## src/rtl/tdm_port_pkg.sv

```systemverilog
package tdm_port_pkg;
   parameter int unsigned TDM_SLOTS_DEF  = 8;
   parameter int unsigned TDM_SLOT_W_DEF = 32;
   parameter int unsigned TDM_SYNC_DEF   = 2;

   typedef struct packed {
      logic fsync_err;
      logic underrun;
   } tdm_stat_t;
endpackage

```

## src/rtl/tdm_sync.sv

```systemverilog
module tdm_sync #(
   parameter int unsigned W      = 1,
   parameter int unsigned STAGES = 2
) (
   input  logic         clk,
   input  logic         rst_n,
   input  logic [W-1:0] d,
   output logic [W-1:0] q
);
   logic [W-1:0] chain [STAGES];

   always_ff @(posedge clk) begin
      if (!rst_n) chain[0] <= '0;
      else        chain[0] <= d;
   end

   for (genvar i = 1; i < STAGES; i++) begin : g_stage
      always_ff @(posedge clk) begin
         if (!rst_n) chain[i] <= '0;
         else        chain[i] <= chain[i-1];
      end
   end

   assign q = chain[STAGES-1];
endmodule

```

## src/rtl/tdm_frame_track.sv

```systemverilog
module tdm_frame_track #(
   parameter int unsigned FRAME_BITS = 256,
   parameter int unsigned CNT_W      = 8
) (
   input  logic             clk,
   input  logic             rst_n,
   input  logic             bclk_s,
   input  logic             fs_s,
   output logic             rise_evt,
   output logic             take,
   output logic [CNT_W-1:0] bit_pos,
   output logic [CNT_W-1:0] cnt,
   output logic             locked,
   output logic             tx_active,
   output logic             fs_err_evt
);
   localparam logic [CNT_W-1:0] LAST = CNT_W'(FRAME_BITS - 1);

   logic bclk_q, fs_prev, fall_evt, fs_edge;

   assign rise_evt = bclk_s & ~bclk_q;
   assign fall_evt = ~bclk_s & bclk_q;
   assign fs_edge  = fall_evt & fs_s & ~fs_prev;
   assign bit_pos  = fs_edge ? '0 : cnt + CNT_W'(1);
   assign take     = fall_evt & (locked | fs_edge);

   always_ff @(posedge clk) begin
      if (!rst_n) begin
         bclk_q     <= 1'b0;
         fs_prev    <= 1'b0;
         cnt        <= '0;
         locked     <= 1'b0;
         tx_active  <= 1'b0;
         fs_err_evt <= 1'b0;
      end else begin
         bclk_q     <= bclk_s;
         fs_err_evt <= 1'b0;
         if (fall_evt) begin
            fs_prev <= fs_s;
            if (locked || fs_edge) cnt <= bit_pos;
            if (fs_edge) begin
               locked <= 1'b1;
               if (locked && cnt != LAST) fs_err_evt <= 1'b1;
            end
            if (locked && !fs_edge && bit_pos == LAST) tx_active <= 1'b1;
         end
      end
   end
endmodule

```

## src/rtl/tdm_rx_deser.sv

```systemverilog
module tdm_rx_deser #(
   parameter int unsigned SLOT_W     = 32,
   parameter int unsigned CNT_W      = 8,
   parameter int unsigned SLOT_IDX_W = 3,
   parameter int unsigned BIT_IDX_W  = 5
) (
   input  logic                  clk,
   input  logic                  rst_n,
   input  logic                  take,
   input  logic [CNT_W-1:0]      bit_pos,
   input  logic                  sdin,
   output logic                  rx_valid,
   output logic [SLOT_IDX_W-1:0] rx_slot,
   output logic [SLOT_W-1:0]     rx_word
);
   localparam logic [BIT_IDX_W-1:0] END_BIT = BIT_IDX_W'(SLOT_W - 1);

   logic [SLOT_W-1:0] shreg, shnext;
   assign shnext = {shreg[SLOT_W-2:0], sdin};

   always_ff @(posedge clk) begin
      if (!rst_n) begin
         shreg    <= '0;
         rx_valid <= 1'b0;
         rx_slot  <= '0;
         rx_word  <= '0;
      end else begin
         rx_valid <= 1'b0;
         if (take) begin
            shreg <= shnext;
            if (bit_pos[BIT_IDX_W-1:0] == END_BIT) begin
               rx_valid <= 1'b1;
               rx_word  <= shnext;
               rx_slot  <= bit_pos[CNT_W-1 -: SLOT_IDX_W];
            end
         end
      end
   end
endmodule

```

## src/rtl/tdm_tx_ser.sv

```systemverilog
module tdm_tx_ser #(
   parameter int unsigned SLOTS      = 8,
   parameter int unsigned SLOT_W     = 32,
   parameter int unsigned CNT_W      = 8,
   parameter int unsigned SLOT_IDX_W = 3,
   parameter int unsigned BIT_IDX_W  = 5
) (
   input  logic                  clk,
   input  logic                  rst_n,
   input  logic                  rise_evt,
   input  logic                  tx_active,
   input  logic [CNT_W-1:0]      cnt,
   input  logic                  wr,
   input  logic [SLOT_IDX_W-1:0] wr_slot,
   input  logic [SLOT_W-1:0]     wr_word,
   output logic                  sdout,
   output logic                  uf_evt
);
   logic [SLOT_W-1:0]     stage [SLOTS];
   logic [SLOTS-1:0]      full;
   logic [SLOT_W-1:0]     shreg, load_word;
   logic [CNT_W-1:0]      pos_pred;
   logic [SLOT_IDX_W-1:0] cur_slot;
   logic                  step, slot_start;

   assign pos_pred   = cnt + CNT_W'(1);
   assign cur_slot   = pos_pred[CNT_W-1 -: SLOT_IDX_W];
   assign step       = rise_evt & tx_active;
   assign slot_start = step & (pos_pred[BIT_IDX_W-1:0] == '0);
   assign load_word  = full[cur_slot] ? stage[cur_slot] : '0;

   always_ff @(posedge clk) begin
      if (!rst_n) begin
         for (int i = 0; i < SLOTS; i++) stage[i] <= '0;
         full   <= '0;
         shreg  <= '0;
         sdout  <= 1'b0;
         uf_evt <= 1'b0;
      end else begin
         uf_evt <= 1'b0;
         if (slot_start) begin
            sdout          <= load_word[SLOT_W-1];
            shreg          <= {load_word[SLOT_W-2:0], 1'b0};
            uf_evt         <= ~full[cur_slot];
            full[cur_slot] <= 1'b0;
         end else if (step) begin
            sdout <= shreg[SLOT_W-1];
            shreg <= {shreg[SLOT_W-2:0], 1'b0};
         end
         if (wr) begin
            stage[wr_slot] <= wr_word;
            full[wr_slot]  <= 1'b1;
         end
      end
   end
endmodule

```

## src/rtl/tdm_slave_port.sv

```systemverilog
module tdm_slave_port
   import tdm_port_pkg::*;
#(
   parameter int unsigned SLOTS       = TDM_SLOTS_DEF,
   parameter int unsigned SLOT_W      = TDM_SLOT_W_DEF,
   parameter int unsigned SYNC_STAGES = TDM_SYNC_DEF,
   localparam int unsigned SLOT_IDX_W = $clog2(SLOTS),
   localparam int unsigned BIT_IDX_W  = $clog2(SLOT_W),
   localparam int unsigned FRAME_BITS = SLOTS * SLOT_W,
   localparam int unsigned CNT_W      = $clog2(FRAME_BITS)
) (
   input  logic                  clk,
   input  logic                  rst_n,
   input  logic                  bclk_i,
   input  logic                  fsync_i,
   input  logic                  sdin_i,
   output logic                  sdout_o,
   output logic                  rx_valid_o,
   output logic [SLOT_IDX_W-1:0] rx_slot_o,
   output logic [SLOT_W-1:0]     rx_word_o,
   input  logic                  tx_wr_i,
   input  logic [SLOT_IDX_W-1:0] tx_wr_slot_i,
   input  logic [SLOT_W-1:0]     tx_wr_word_i,
   input  logic                  stat_clr_i,
   output logic                  stat_fsync_err_o,
   output logic                  stat_underrun_o
);
   if (SLOTS < 2 || (SLOTS & (SLOTS - 1)) != 0) begin : g_bad_slots
      $error("SLOTS must be a power of two, at least 2");
   end
   if (SLOT_W < 2 || (SLOT_W & (SLOT_W - 1)) != 0) begin : g_bad_width
      $error("SLOT_W must be a power of two, at least 2");
   end
   if (SYNC_STAGES < 2) begin : g_bad_sync
      $error("SYNC_STAGES must be at least 2");
   end

   logic             bclk_s, fs_s, sdin_s;
   logic             rise_evt, take, locked, tx_active, fs_err_evt, uf_evt;
   logic [CNT_W-1:0] bit_pos, cnt;
   tdm_stat_t        stat;

   tdm_sync #(.W(3), .STAGES(SYNC_STAGES)) u_sync (
      .clk(clk), .rst_n(rst_n),
      .d({bclk_i, fsync_i, sdin_i}),
      .q({bclk_s, fs_s, sdin_s})
   );

   tdm_frame_track #(.FRAME_BITS(FRAME_BITS), .CNT_W(CNT_W)) u_track (
      .clk(clk), .rst_n(rst_n), .bclk_s(bclk_s), .fs_s(fs_s),
      .rise_evt(rise_evt), .take(take), .bit_pos(bit_pos), .cnt(cnt),
      .locked(locked), .tx_active(tx_active), .fs_err_evt(fs_err_evt)
   );

   tdm_rx_deser #(.SLOT_W(SLOT_W), .CNT_W(CNT_W), .SLOT_IDX_W(SLOT_IDX_W),
                  .BIT_IDX_W(BIT_IDX_W)) u_rx (
      .clk(clk), .rst_n(rst_n), .take(take), .bit_pos(bit_pos), .sdin(sdin_s),
      .rx_valid(rx_valid_o), .rx_slot(rx_slot_o), .rx_word(rx_word_o)
   );

   tdm_tx_ser #(.SLOTS(SLOTS), .SLOT_W(SLOT_W), .CNT_W(CNT_W),
                .SLOT_IDX_W(SLOT_IDX_W), .BIT_IDX_W(BIT_IDX_W)) u_tx (
      .clk(clk), .rst_n(rst_n), .rise_evt(rise_evt), .tx_active(tx_active),
      .cnt(cnt), .wr(tx_wr_i), .wr_slot(tx_wr_slot_i), .wr_word(tx_wr_word_i),
      .sdout(sdout_o), .uf_evt(uf_evt)
   );

   always_ff @(posedge clk) begin
      if (!rst_n) begin
         stat <= '0;
      end else if (stat_clr_i) begin
         stat <= '0;
      end else begin
         stat.fsync_err <= stat.fsync_err | fs_err_evt;
         stat.underrun  <= stat.underrun | uf_evt;
      end
   end

   assign stat_fsync_err_o = stat.fsync_err;
   assign stat_underrun_o  = stat.underrun;
endmodule

```

## config.mk

```make
export PLATFORM = sky130hd
export DESIGN_NAME = tdm_slave_port
export DESIGN_NICKNAME = d
export VERILOG_FILES = /design/src/rtl/tdm_port_pkg.sv /design/src/rtl/tdm_sync.sv /design/src/rtl/tdm_frame_track.sv /design/src/rtl/tdm_rx_deser.sv /design/src/rtl/tdm_tx_ser.sv /design/src/rtl/tdm_slave_port.sv
export SDC_FILE = /design/constraint.sdc
export NUM_CORES = 1
export LEC_CHECK = 0
export ABC_CLOCK_PERIOD_IN_PS = 7740
export BUFFER_PORTS_ARGS = -buffer_cell sky130_fd_sc_hd__buf_2
export CAP_MARGIN = 20
export CELL_PAD_IN_SITES_DETAIL_PLACEMENT = 0
export CELL_PAD_IN_SITES_GLOBAL_PLACEMENT = 2
export CORE_ASPECT_RATIO = 0.75
export CORE_MARGIN = 10
export CORE_UTILIZATION = 47
export CTS_CLUSTER_SIZE = 8
export DETAILED_ROUTE_END_ITERATION = 10
export PLACE_DENSITY_LB_ADDON = 0.3
export SETUP_SLACK_MARGIN = 0.4
export SLEW_MARGIN = 5
export SYNTH_ARGS = -nofsm -noshare
export SYNTH_HDL_FRONTEND = slang
export SYNTH_SLANG_ARGS = --single-unit
```

## constraint.sdc

```tcl
create_clock -name clk -period 7.74 [get_ports clk]
set_input_delay 1.548 -clock clk [delete_from_list [all_inputs] [get_ports clk]]
set_output_delay 1.548 -clock clk [all_outputs]
set_load 0.02 [all_outputs]
```

==> impl_metrics.py <==
metrics = {
    "clocking": {
        "clkLatencyLatePin_ps": 580,
        "cts-root-buf": "clkbuf_16",
        "cts_tree": "built",
        "path_clk_slew_ps": 50,
        "cts_hold_repair.buffers": 0,
        "cts_sinks": 385,
        "htree_levels": 2,
        "cts_buffer_depth": 3,
        "postCtsSetupRepairBufs": 0,
        "numCtsBuffers": 54,
        "cts_resized": 0,
    },
    "sta": {
        "hold_viol_final": 0,
        "slew_headroom_pct": 33.8,
        "setup_ws_ps": 3860,
        "skew_ps": 17.0,
        "period_share_pct": 50.1,
        "min_period_ps": 3880,
        "rsz0062_at_grt": "false",
        "fin_hold_ws_ps": 426,
        "report.final.slew_viol_count": 0,
        "max_freq_ghz": 0.258,
        "finalSetupTns_ps": 0,
        "tightest_slew_ps": 990,
        "setup_viol": 0,
    },
    "drt": {
        "dr.pass1.iters": 5,
        "num_vias": 10200,
        "vias_per_cell": 5.45,
        "antenna_left": 0,
        "routedWlPerCell_um": 20.8,
        "routed_wl_um": 39100,
        "post-route-drc-count": 0,
        "drt_iter0_drc": 822,
    },
    "grt": {
        "grt_use_total_pct": 17.9,
        "grt_pass1_wl_um": 61500,
        "gr-total-overflow": 0,
        "antenna_found_initial": 0,
        "grt_max_degree": 83,
        "grt_pass1_vias": 10200,
    },
    "cells_and_area": {
        "fin_nets": 1426,
        "synthToLayoutAreaGrowth_pct": 14.6,
        "fill_cells": 2924,
        "n_antenna_cell": 0,
        "fin_util_pct": 55.1,
        "drive_gt1_share_pct": 18.9,
    },
    "critical_path": {
        "crit_type": "input port to flip-flop",
        "crit_path_end_kind": "flip-flop",
        "worstPathCellList": "buf_4 > nand3_1 > nor3_2 > buf_4 > nand2b_2",
        "crit_top_cell": "buf_4",
        "cp_slowest_cell": "nand2b_2",
        "crit_fanout": 34,
        "worst-path-buf-inv": 2,
        "arrival_ps": 4060,
        "crit_family": "simple AND/OR/NAND/NOR gates",
        "max_stage_delay_ps": 840,
        "start_kind": "input port",
        "crit_required_ps": 7930,
    },
    "placement": {
        "gp_congestion": 0.763,
        "hpwlAfterDp_um": 22400,
        "io_buffers": 80,
        "place_ws_ps": 3280,
    },
    "floorplan": {
        "die_area_um2": 43900,
        "die_x_um": 239,
        "row_count": 59,
        "fp.coreArea_um2": 35000,
        "dieHeight_um": 184,
        "ioPinCount": 81,
        "start_util_pct": 48.1,
    },
    "yosys": {
        "synth_seq_cells": 385,
        "syn_nets": 1358,
        "synth.distinct_cells": 50,
        "synthCells": 1314,
        "syn_area_per_cell_um2": 12.8,
        "synthArstFlopShare_pct": 0,
        "synth-main-ff-cell": "edfxtp_1",
        "syn-cell-area_um2": 16800,
        "synth_edf_count": 256,
        "yosysWarnings": 0,
        "ys_seq_area_share_pct": 61.0,
    },
    "flow_run": {
        "cap_violations": 0,
    },
    "outcome": {
        "outcome": "complete, no violations",
    },
    "power": {
        "p_leak_nw": 6.63,
        "ir_drop_mv": 0.176,
        "power_density_nw_per_um2": 241,
    },
    "worst_hold_path": {
        "hold_path_class": "flip-flop to flip-flop",
    },
}
## cell usage in the layout, fill, tap and decap left out, drive strengths merged, types with 3 or more instances in the layout
cell,n
and2,266
edfxtp,256
nand2,173
dfxtp,129
buf,101
clkbuf,91
a21boi,66
mux4,61
o21ai,44
a22oi,35
nand2b,30
mux2i,29
nor2,22
a211oi,17
a21oi,16
nor3,12
o22ai,8
o211ai,6
nand4,5
nand3,5
xnor2,5
a311o,4
or3,4
a21o,4
inv,4
xor2,3
nor2b,3
## state kept, by name, indices dropped and copies added, names as in the netlist, 3 cells and up
signal        cells
u_tx.stage      256
u_rx.rx_word     32
u_rx.shreg       31
u_tx.shreg       31
u_track.cnt       8
u_tx.full         8
u_sync.chain      6
u_rx.rx_slot      3
## synthesized netlist by cell type, types with 3 or more instances
library cell | instances | area share (%)
edfxtp_1 | 256 | 46
nor3_1 | 12 | 0.36
nor2b_1 | 3 | 0.11
a21boi_0 | 66 | 2.9
xnor2_1 | 3 | 0.16
nand2_1 | 170 | 3.8
a21oi_1 | 16 | 0.48
o21ai_0 | 24 | 0.71
nor2_1 | 22 | 0.49
dfxtp_1 | 129 | 15
and2_1 | 266 | 9.9
o211ai_1 | 6 | 0.27
a311o_1 | 4 | 0.24
mux4_2 | 61 | 8.2
mux2i_1 | 29 | 1.7
o22ai_1 | 8 | 0.30
buf_4 | 11 | 0.49
nand4_1 | 5 | 0.19
a21o_1 | 4 | 0.18
nand3_1 | 3 | 0.089
or3_1 | 4 | 0.15
a211oi_1 | 17 | 0.76
nand2b_1 | 30 | 1.1
buf_2 | 13 | 0.39
o21ai_2 | 20 | 1.0
clkbuf_1 | 63 | 1.4
xor2_1 | 3 | 0.16
a22oi_1 | 35 | 1.6
## worst paths after layout
path	start	endpoint	slack, ps	depth (start not counted)
max	rst_n	u_tx.stage[2][18]	3860	5
min	u_sync.chain[0][1]	u_sync.chain[1][1]	430	1
max reg2reg	u_track.cnt[5]	u_tx.shreg[5]	3910	8
min reg2reg	u_sync.chain[0][1]	u_sync.chain[1][1]	430	1
## per-layer routing
metal / part of all wire (%) / up-vias / track usage [%] / routed length (µm)
met5: 0 / - / 0 / 0
met4: 1.8 / 0 / 4.30 / 693
met3: 5.1 / 50 / 3.27 / 1990
met2: 47 / 239 / 28.3 / 18200
met1: 47 / 5060 / 25.2 / 18200
li1: - / 4883 / - / -
## cell families (layout without fill, tap and decap cells)
| group | after synthesis | count (layout) | share of synthesized area, % |
|---|---|---|---|
| compound gates | 207 | 207 | 8.81 |
| mux | 90 | 90 | 9.88 |
| xor+xnor | 8 | 8 | 0.572 |
| flops | 385 | 385 | 61.0 |
| simple gates | 531 | 531 | 17.0 |
| fa+ha+maj | 2 | 2 | 0.149 |
| buf+inv | 91 | 198 | 2.56 |
## through the flow
| step | instance area [µm²] | cells | power, mW |
|---|---|---|---|
| after CTS | 19200 | 1875 | 4.70 |
| after global placement | 17700 | 1780 | 2.51 |
| final | 19300 | 1878 | 4.65 |
| after floorplan | 16800 | 1314 | 2.44 |
| after global routing | 19300 | 1878 | 4.80 |
| after detailed placement | 17700 | 1780 | 2.52 |
## final cells by class
| cell class | instances | area [µm²] | area share, % |
|---|---|---|---|
| tap | 457 | 572 | 2.96 |
| clock inverter | 4 | 63.8 | 0.331 |
| multi-input combinational | 838 | 6280 | 32.5 |
| clock buffer | 91 | 1510 | 7.83 |
| sequential | 385 | 10300 | 53.2 |
| timing repair buffer | 101 | 596 | 3.09 |
| inverter | 2 | 7.51 | 0.0389 |
## power breakdown
group	switching (mW)	internal (mW)	leakage, nW
combinational	0.105	0.0609	2.38
clock	0.856	1.32	0.751
sequential	0.0256	2.28	3.49
Power figures use the tool's default switching activity.
